--- config.mk ---
export PLATFORM = sky130hd
export DESIGN_NAME = rx_addr_table
export DESIGN_NICKNAME = d
export VERILOG_FILES = /design/src/rtl/rat_pkg.sv /design/src/rtl/rat_regs.sv /design/src/rtl/rat_store.sv /design/src/rtl/rx_addr_table.sv
export SDC_FILE = /design/constraint.sdc
export NUM_CORES = 1
export LEC_CHECK = 0
export ABC_AREA = 1
export BUFFER_PORTS_ARGS = -buffer_cell sky130_fd_sc_hd__buf_2
export CORE_AREA = 2 2 219 275
export CTS_CLUSTER_SIZE = 20
export DETAILED_ROUTE_END_ITERATION = 8
export DIE_AREA = 0 0 221 277
export GPL_ROUTABILITY_DRIVEN = 1
export REMOVE_ABC_BUFFERS = 1
export SLEW_MARGIN = 20
export SYNTH_ARGS = -nofsm -noshare
export SYNTH_HDL_FRONTEND = slang
export SYNTH_SLANG_ARGS = --single-unit
--- constraint.sdc ---
create_clock -name clk -period 6.4 [get_ports clk]
set_input_delay 1.28 -clock clk [delete_from_list [all_inputs] [get_ports clk]]
set_output_delay 1.28 -clock clk [all_outputs]
set_load 0.1 [all_outputs]
--- src/rtl/rat_pkg.sv ---
package rat_pkg;
  localparam int ADDR_W  = 48;
  localparam int CTRL_W  = 5;
  localparam int ENTRY_W = ADDR_W + CTRL_W;
  localparam int GROUP_BIT = 40;

  localparam logic [1:0] SEL_INDEX = 2'd0;
  localparam logic [1:0] SEL_HIGH  = 2'd1;
  localparam logic [1:0] SEL_LOW   = 2'd2;

  typedef logic [ENTRY_W-1:0] entry_t;
endpackage

--- src/rtl/rat_regs.sv ---
module rat_regs
  import rat_pkg::*;
#(
  parameter int IDX_W = 3
) (
  input  logic             clk,
  input  logic             rst_n,
  input  logic             reg_wr,
  input  logic [1:0]       reg_sel,
  input  logic [31:0]      reg_wdata,
  output logic [IDX_W-1:0] idx_q,
  output logic [31:0]      hi_q,
  output logic             commit,
  output logic [IDX_W-1:0] commit_idx,
  output entry_t           commit_entry
);
  logic [ADDR_W-1:0] full_addr;

  always_ff @(posedge clk) begin
    if (!rst_n) begin
      idx_q <= '0;
      hi_q  <= '0;
    end else if (reg_wr) begin
      if (reg_sel == SEL_INDEX) idx_q <= reg_wdata[IDX_W-1:0];
      if (reg_sel == SEL_HIGH)  hi_q  <= {reg_wdata[31:1], 1'b0};
    end
  end

  // Byte lanes of the high register map onto address bytes 2..5.
  always_comb begin
    full_addr = {hi_q[7:0], hi_q[15:8], hi_q[23:16], hi_q[31:24], reg_wdata[15:0]};
    full_addr[GROUP_BIT] = 1'b0;
  end

  assign commit       = reg_wr && (reg_sel == SEL_LOW);
  assign commit_idx   = idx_q;
  assign commit_entry = {reg_wdata[16+CTRL_W-1:16], full_addr};


  hold_kept_chk: assert property (@(posedge clk) disable iff (!rst_n)
    commit |=> (idx_q == $past(idx_q)) && (hi_q == $past(hi_q)));
endmodule

--- src/rtl/rat_store.sv ---
module rat_store
  import rat_pkg::*;
#(
  parameter int IDX_W = 3
) (
  input  logic             clk,
  input  logic             rst_n,
  input  logic             wr_en,
  input  logic [IDX_W-1:0] wr_idx,
  input  entry_t           wr_entry,
  input  logic             lk_valid,
  input  logic [IDX_W-1:0] lk_idx,
  output logic             lk_rsp_valid,
  output entry_t           lk_entry,
  output logic             all_seen
);
  localparam int DEPTH = 1 << IDX_W;

  entry_t           tbl [DEPTH];
  logic [DEPTH-1:0] seen_q;

  always_ff @(posedge clk) begin
    if (!rst_n) begin
      for (int i = 0; i < DEPTH; i++) tbl[i] <= '0;
      seen_q <= '0;
    end else if (wr_en) begin
      tbl[wr_idx]    <= wr_entry;
      seen_q[wr_idx] <= 1'b1;
    end
  end

  always_ff @(posedge clk) begin
    if (!rst_n) begin
      lk_rsp_valid <= 1'b0;
      lk_entry     <= '0;
    end else begin
      lk_rsp_valid <= lk_valid;
      if (lk_valid) lk_entry <= tbl[lk_idx];
    end
  end

  assign all_seen = &seen_q;


  commit_lands_chk: assert property (@(posedge clk) disable iff (!rst_n)
    wr_en |=> tbl[$past(wr_idx)] == $past(wr_entry));


  rsp_follows_req_chk: assert property (@(posedge clk) disable iff (!rst_n)
    lk_valid == 1'b1 |=> lk_rsp_valid);


  no_spurious_rsp_chk: assert property (@(posedge clk) disable iff (!rst_n)
    lk_valid == 1'b0 |=> !lk_rsp_valid);


  ready_sticky_chk: assert property (@(posedge clk) disable iff (!rst_n)
    all_seen |=> all_seen);

  for (genvar g = 0; g < DEPTH; g++) begin : g_hold

    entry_still_chk: assert property (@(posedge clk) disable iff (!rst_n)
      !wr_en |=> $stable(tbl[g]));
  end
endmodule

--- src/rtl/rx_addr_table.sv ---
module rx_addr_table
  import rat_pkg::*;
#(
  parameter int IDX_W = 3
) (
  input  logic                clk,
  input  logic                rst_n,
  input  logic                reg_wr,
  input  logic [1:0]          reg_sel,
  input  logic [31:0]         reg_wdata,
  output logic [31:0]         reg_rdata,
  input  logic                lk_valid,
  input  logic [IDX_W-1:0]    lk_idx,
  output logic                lk_rsp_valid,
  output logic [ENTRY_W-1:0]  lk_entry,
  output logic                table_ready
);
  logic [IDX_W-1:0] idx_q;
  logic [31:0]      hi_q;
  logic             commit;
  logic [IDX_W-1:0] commit_idx;
  entry_t           commit_entry;

  rat_regs #(.IDX_W(IDX_W)) u_regs (
    .clk(clk), .rst_n(rst_n), .reg_wr(reg_wr), .reg_sel(reg_sel),
    .reg_wdata(reg_wdata), .idx_q(idx_q), .hi_q(hi_q), .commit(commit),
    .commit_idx(commit_idx), .commit_entry(commit_entry)
  );

  rat_store #(.IDX_W(IDX_W)) u_store (
    .clk(clk), .rst_n(rst_n), .wr_en(commit), .wr_idx(commit_idx),
    .wr_entry(commit_entry), .lk_valid(lk_valid), .lk_idx(lk_idx),
    .lk_rsp_valid(lk_rsp_valid), .lk_entry(lk_entry), .all_seen(table_ready)
  );

  always_comb begin
    case (reg_sel)
      SEL_INDEX: reg_rdata = {{(32-IDX_W){1'b0}}, idx_q};
      SEL_HIGH:  reg_rdata = hi_q;
      default:   reg_rdata = '0;
    endcase
  end


  idx_reserved_zero_chk: assert property (@(posedge clk) disable iff (!rst_n)
    (reg_sel == SEL_INDEX) |-> (reg_rdata[31:IDX_W] == '0));


  group_bit_zero_chk: assert property (@(posedge clk) disable iff (!rst_n)
    (reg_sel == SEL_HIGH) |-> (reg_rdata[0] == 1'b0));


  stored_unicast_chk: assert property (@(posedge clk) disable iff (!rst_n)
    lk_rsp_valid |-> (lk_entry[GROUP_BIT] == 1'b0));
endmodule

# Word-level counts from Yosys, hierarchy flattened
# Memories as Yosys holds them, arrays and structs flattened. A register that Yosys moved wholly into a read port is not among the register bits.
# Index checks and enable logic that the tools add are counted.
[totals]
out_inout_bits = 87
wordCells = 29
latch_bits = 0
romBits = 0
ff_bits = 96
in_bits = 41
mem_count = 1
mem_bits_rw = 416
[memory_table]
columns = ["memory", "depth", "width", "read_ports", "rd_clocked_by_memory_dff", "write_ports", "line", "source"]
rows = [
  ["u_store.tbl", 8, 52, 1, 1, 8, "rat_store.sv:19", "entry_t tbl [DEPTH];"],
]
[op_classes]
n_mux = 10
n_div = 0
n_shift = 0
eq_ne = 2
n_bitwise = 1
reduce_logical = 8
magnitude_cmp = 2
multipliers = 0
add_sub_neg = 0
[op_table]
columns = ["cell", "n"]
rows = [
  ["$pmux W32 S2", 1],
  ["$mux W52", 1],
  ["$reduce_or A52 Y1", 1],
  ["$or A8 B8 Y8", 1],
  ["$reduce_and A8 Y1", 1],
  ["$mux W1", 6],
  ["$lt A3 B4 Y1 const B", 1],
  ["$reduce_and A2 Y1", 2],
  ["$demux W1 S3", 1],
  ["$ge A3 B1 Y1 const B", 1],
  ["$mux W3", 1],
  ["$eq A2 B1 Y1 const B", 1],
  ["$eq A2 B2 Y1 const B", 1],
  ["$logic_and A1 B1 Y1", 2],
  ["$logic_not A2 Y1", 1],
  ["$logic_not A1 Y1", 1],
]

# Depth between registers and ports, before layout
# Gate-level depths: netlist of run 1.
[logic_depth]
word_depth = 7
ltp_mapped = 8
depth_no_buf = 6

# Hierarchy
# A second synthesis of run 1 with hierarchy kept.
[unflattened]
hier_cells = 2831
hier_area_um2 = 24816.3
[modules_own_cells]
columns = ["mod", "seq_area_each_um2", "area_per_inst_um2", "n_inst", "cells_per_inst"]
rows = [
  ["rat_store", 13973.4, 22571.6, 1, 2480],
  ["rat_regs", 680.7, 1866.8, 1, 278],
  ["rx_addr_table", 0.0, 377.9, 1, 73],
]

# Worst setup path before layout of run 1
# No wires, ideal clock.
[synth_timing]
path_type = "input-to-output"
startpoint = "input port reg_sel[0]"
endpoint = "output port reg_rdata[1]"
slack_ns = 1.934
path_stages = 5
arrival_ns = 3.186
required_time_ns = 5.120
path_buffers = 1
cell_sequence = "inv_1 nor2_1 inv_1 clkbuf_1 o22ai_1"
[synth_between]
elab_chain_len = 2
elab_cells_between_ends = 3
cone_classes = "eq/ne: 1; mux: 1; reduce/logical: 1"
[synth_lines]
columns = ["item", "line", "source"]
rows = [
  ["from (decl)", "rx_addr_table.sv:9", "input logic [1:0] reg_sel,"],
  ["$eq A2 B1 Y1 / $logic_not A2 Y1 (equally long branches)", "rx_addr_table.sv:37", "case (reg_sel)"],
  ["$pmux W32 S2 *", "rx_addr_table.sv:37", ""],
  ["to (decl)", "rx_addr_table.sv:11", "output logic [31:0] reg_rdata,"],
]
# Every way passes the cells marked *; elsewhere a longest branch is shown, timed or not.

# Final worst setup path of run 1
[layout_timing]
startpoint = "input port reg_sel[1]"
endpoint = "output port reg_rdata[1]"
# Same word-level chain as after synthesis.

==> metrics.cfg, run 1 <==
[final_layout]
finish.utilization_pct = 43.5
final_nets = 2668
highest_count_cells_in_the_layout_ignoring_fill_and_taps = sky130_fd_sc_hd__nand2_1, sky130_fd_sc_hd__nor2_1, sky130_fd_sc_hd__inv_1
fillCellCount = 5654
syn_to_final_growth_pct = 10.3
layout_commonest_cell = sky130_fd_sc_hd__nand2_1
layout-drive-gt1-share_pct = 8.62
fin_area_um2 = 25700
diode_count = 0

[timing]
final.setup_skew_ps = 25.6
timing_worst_slew_pin_value_ps = 1050
fmaxAchievable_mhz = 249
rsz_0062_raised_after_global_routing = false
maxSlewHeadroom_pct = 29.7
finalSetupTns_ps = 0
setup_viol = 0
fin_crit_ps = 4010
finalHoldViolations = 0
setup_ws_ps = 2390
fin_crit_sh_pct = 62.6
drv_slew = 0

[drt]
post_detailed_route_count_of_antenna_violating_nets = 0
wire_per_inst_um = 17.7
detail_route.vias_per_cell = 4.93
dr.pass1.iters = 5
detail_route.iter0.violations = 1340
vias = 16900
drc = 0
route.final.wire_length_um = 60800

[global_route]
grt_first_pass_wirelength_um = 94400
grt_antenna_before_repair = 0
grt_overflow = 0
grt_util_all_layers_pct = 19.6
grt_start_max_net_pins = 126
first_global_vias = 16800

[yosys]
synth_cells = 2589
synth.cell_area_um2 = 23300
muxShareOfSynthArea_pct = 0
synth_xor_area_share_pct = 0
seq_area_frac_synth_pct = 61.8
synth_area_per_cell_um2 = 8.99
number_of_distinct_standard_cells_referenced_by_the_synthesized_netlist = 21
ys_warnings = 0
adder_and_majority_gate_portion_of_the_synthesized_area_pct = 0
synth_compound_area_share_pct = 3.75
largest_family_of_logic_cells_by_synthesized_area = simple AND/OR/NAND/NOR gates
synthSimpleGateAreaFrac_pct = 22.6
synth.ff_latch_count = 511

[setup_path]
worst_setup_path_end_kind = output port
cp_data_arrival_time_ps = 2730
criticalPathCategory = input port to output port
worst-path-max-fanout = 31
crit_path_start = reg_sel[1]
timing.critical_path.required_ps = 5120
setup.worst_path.start_class = input port
reg2reg_from = u_regs.commit_idx[2]

[clocking]
holdBufCountCts = 0
clk_root_buffer_cell = sky130_fd_sc_hd__clkbuf_16
clk_path_buf_depth = 3
clock_tree_from_tritoncts = built
cts_sinks = 511
cts.repair_timing.setup_buffer_count = 0
numCtsBuffers = 49
clk_pin_slew_ps = 60
ctsHtreeMaxLevel = 2
clock_latency_of_the_later_clocked_register_in_the_worst_skew_pair_ps = 590
cts_resized = 0

[pwr]
total_leakage_power_nw = 11.2
vdd_ir_drop_max_mv = 0.194
power_density_nw_per_um2 = 289

[placement]
number_of_buffers_inserted_by_port_buffering = 126
hpwlAfterDp_um = 31100
post-place-ws_ps = 2300
finalWeightedCongestion = 0.753
placedInstanceArea_um2 = 24100

[floorplanning]
num_io_pins = 128
die-area_um2 = 61200
start_util_pct = 39.5
die_height_um = 277
core_um2 = 58900
die_w_um = 221
core.rowCount = 100

[flow_run]
drv_cap = 0

[outcome]
run_status = finished clean

[worst_hold_path]
hp-start = u_store.seen_q[6]
worst_hold_path_type = flip-flop to flip-flop

==> metrics by stage <==
stage | power [mW] | hold WS [ps] | cells
after floorplan | 4.36 | 422 | 2438
after detailed placement | 4.62 | 437 | 3341
after global routing | 7.66 | 458 | 3433
after CTS | 7.47 | 446 | 3433
after global placement | 4.60 | 429 | 3341
final | 7.43 | 444 | 3433
==> worst max-delay path, stage by stage <==
cell and delay (ps):
sky130_fd_sc_hd__buf_2 120, sky130_fd_sc_hd__nor2_1 180, sky130_fd_sc_hd__inv_2 390, sky130_fd_sc_hd__o22ai_1 280, sky130_fd_sc_hd__buf_2 470
==> cell usage after synthesis (all sizes together) <==
library cell / number / area (um^2)
clkbuf: 52 / 195
clkinv: 32 / 120
buf: 99 / 753
conb: 1 / 3.75
a21oi: 86 / 430
nor2: 454 / 1720
inv: 447 / 1680
dfxtp: 95 / 1900
o22ai: 2 / 12.5
nand3: 312 / 1560
o21ai: 86 / 430
nand4: 3 / 25.0
edfxtp: 416 / 12500
nand2: 504 / 1950
==> metal layers <==
metal / up-vias / global-route usage, % / wire [um]
met5: - / 0 / 0
met4: 0 / 5.52 / 1360
li1: 8198 / - / -
met2: 522 / 35.3 / 30300
met1: 8124 / 24.8 / 25700
met3: 90 / 2.21 / 3420
==> area by class of cell <==
class                      count  area (um^2)  area share, %
multi-input combinational   1448         6200           24.1
clock buffer                  74         1440           5.62
clock inverter                18          133          0.517
sequential                   511        14400           56.1
tap                          765          957           3.73
inverter                     479         1810           7.04
timing repair buffer         138          734           2.86
==> flip-flops by register name (all words and copies together) (netlist names) <==
| name | cells |
|---|---|
| u_regs.commit_idx | 3 |
| u_store.lk_rsp_valid | 1 |
| u_regs.hi_q | 31 |
| u_store.seen_q | 8 |
| u_store.tbl | 416 |
| u_store.lk_entry | 52 |
==> path summary, 6_finish.rpt <==
kind	slack [ps]	end	cells after the start
worst max-delay path	2390	reg_rdata[1]	5
worst min-delay path	440	u_store.seen_q[6]	2
worst max register to register	3700	u_store.tbl[4][26]	4
worst min register to register	440	u_store.seen_q[6]	2
==> cells by family (layout without fill, tap and decap cells) <==
family	count (synthesis)	after routing
AO/OA/AOI/OAI	174	174
flip-flops	511	511
AND/OR/NAND/NOR	1273	1273
buffers and inverters	630	709
other	1	1
==> power by group <==
group / leakage [nW] / internal, mW / switching, mW
Combinational: 5.36 / 0.147 / 0.630
Clock: 0.774 / 1.63 / 1.25
Sequential: 5.08 / 3.72 / 0.0430
Total: 11.2 / 5.50 / 1.93
Note: power is estimated with default switching activity, not from simulation.
==> run 2: changes to the inputs <==
clock period = 3.99 ns   (was 6.4 ns; I/O delays follow)
==> run 2 against run 1 <==
- die area stayed put
- flip-flop and latch count is the same
- wire length up 3.1%
- worst setup slack worse by 1500 ps
- combinational power rose by 65%
- sequential share of layout area is 0.80 points lower
- sequential power increased by 60%
- clock power up 67%
- final area up 1.4%
- register-to-register slack worse by 1800 ps
- critical path type unchanged
- largest cell class unchanged
- largest power group unchanged
==> metrics.cfg, run 2 (synthesis gave the netlist of run 1 again) <==
[outcome]
run_status = finished clean

[timing]
finalHoldViolations = 0
rsz_0062_raised_after_global_routing = false
drv_slew = 0
finalSetupTns_ps = 0
final.setup_skew_ps = 17.6
fmaxAchievable_mhz = 326
setup_viol = 0
fin_crit_ps = 3070
timing_worst_slew_pin_value_ps = 947
maxSlewHeadroom_pct = 36.8
fin_crit_sh_pct = 76.9
holdWs_ps = 446

[drt]
route.final.wire_length_um = 62600
detail_route.vias_per_cell = 4.98
post_detailed_route_count_of_antenna_violating_nets = 0
wire_per_inst_um = 18.1
vias = 17200
dr.pass1.iters = 5
drc = 0
detail_route.iter0.violations = 1575

[floorplanning]
core_um2 = 58900
start_util_pct = 39.5
num_io_pins = 128
die_w_um = 221
die_height_um = 277
die-area_um2 = 61200
core.rowCount = 100

[final_layout]
fin_area_um2 = 26000
syn_to_final_growth_pct = 11.9
layout_commonest_cell = sky130_fd_sc_hd__nand2_1
finish.utilization_pct = 44.2
diode_count = 0
layout-drive-gt1-share_pct = 9.54
max_flop_register = u_store.tbl
fillCellCount = 5618
biggestRegsByFlops = u_store.tbl (416), u_store.lk_entry (52), u_regs.hi_q (31)
final_cells = 3459
final_nets = 2693
number_of_flip_flops_in_the_largest_register = 416
highest_count_cells_in_the_layout_ignoring_fill_and_taps = sky130_fd_sc_hd__nand2_1, sky130_fd_sc_hd__nor2_1, sky130_fd_sc_hd__inv_1

[pwr]
total_leakage_power_nw = 11.4
vdd_ir_drop_max_mv = 0.263
power_density_nw_per_um2 = 466

[setup_path]
rr_worst_depth = 5
reg2reg_from = u_regs.commit_idx[2]
crit_top_cell = sky130_fd_sc_hd__buf_2
worst_setup_path_end_kind = output port
cp_data_arrival_time_ps = 2270
worst-path-max-fanout = 31
critPathMaxStageDelay_ps = 470
path_cells = buf_2, inv_1, nor2_1, inv_2, o22ai_1, buf_2
critical_path.slowest_cell = sky130_fd_sc_hd__buf_2
criticalPathCategory = input port to output port
timing.critical_path.required_ps = 3190
setup.worst_path.start_class = input port
crit_path_start = reg_sel[0]

[clocking]
clock_tree_from_tritoncts = built
holdBufCountCts = 0
cts_resized = 0
clk_path_buf_depth = 3
clk_pin_slew_ps = 60
cts_sinks = 511
ctsHtreeMaxLevel = 2
clk_root_buffer_cell = sky130_fd_sc_hd__clkbuf_16
numCtsBuffers = 50
clock_latency_of_the_later_clocked_register_in_the_worst_skew_pair_ps = 580
cts.repair_timing.setup_buffer_count = 0

[global_route]
grt_util_all_layers_pct = 20.2
grt_start_max_net_pins = 143
grt_overflow = 0
grt_antenna_before_repair = 0
first_global_vias = 16700
grt_first_pass_wirelength_um = 96600

[worst_hold_path]
hp-start = u_store.seen_q[5]
worst_hold_path_type = flip-flop to flip-flop
worst_hold_path.num_cells = 2

[placement]
finalWeightedCongestion = 0.752
hpwlAfterDp_um = 33100
placedInstanceArea_um2 = 24400
post-place-cells = 3365
number_of_buffers_inserted_by_port_buffering = 126

[flow_run]
drv_cap = 0

run 2: cell count changes in the layout (fill, tap and decap cells not counted):
cell,previous run,this run
sky130_fd_sc_hd__clkinv_2,6,7
sky130_fd_sc_hd__bufinv_16,2,4
sky130_fd_sc_hd__clkbuf_16,51,53
sky130_fd_sc_hd__clkbuf_1,15,17
sky130_fd_sc_hd__clkinv_1,40,37
sky130_fd_sc_hd__buf_12,0,9
sky130_fd_sc_hd__clkbuf_8,8,5
sky130_fd_sc_hd__clkinv_4,0,1
sky130_fd_sc_hd__buf_4,15,30
run 2: final timing paths:
kind	end	slack [ps]
worst max-delay path	reg_rdata[1]	920
worst min-delay path	u_store.seen_q[5]	450
worst max register to register	u_store.tbl[4][35]	1880
worst min register to register	u_store.seen_q[5]	450
run 2: worst max-delay path, delay by kind of cell:
family / cells / cell delay [ps]
buffers and inverters: 4 / 1000
AOI/OAI and AO/OA: 1 / 280
and+or+nand+nor: 1 / 170
run 2: power breakdown:
group	total, mW	internal (mW)	switching (mW)
combinational	1.28	0.257	1.02
clock	4.82	2.79	2.03
sequential	6.03	5.97	0.0696
total	12.1	9.01	3.12
run 2: per-stage QoR:
| step | setup WS (ps) | power (mW) |
|---|---|---|
| floorplan | 390 | 6.99 |
| global placement | 987 | 7.41 |
| detailed placement | 884 | 7.44 |
| CTS | 879 | 12.2 |
| global route | 777 | 12.5 |
| finish | 920 | 12.1 |
run 2: final cells by class:
class / instances / area, um^2 / share of cell area (%)
multi-input cells: 1448 / 6200 / 23.8
clock inverters: 19 / 195 / 0.750
repair buffers: 162 / 1030 / 3.95
well taps: 765 / 957 / 3.68
clock buffers: 75 / 1460 / 5.60
inverters: 479 / 1810 / 6.93
flip-flops and latches: 511 / 14400 / 55.3
run 2: per-layer routing:
| metal | wire (um) | track usage, % |
|---|---|---|
| met5 | 0 | 0 |
| met1 | 26000 | 26.0 |
| met4 | 1480 | 6.01 |
| met2 | 31500 | 35.8 |
| met3 | 3700 | 2.29 |
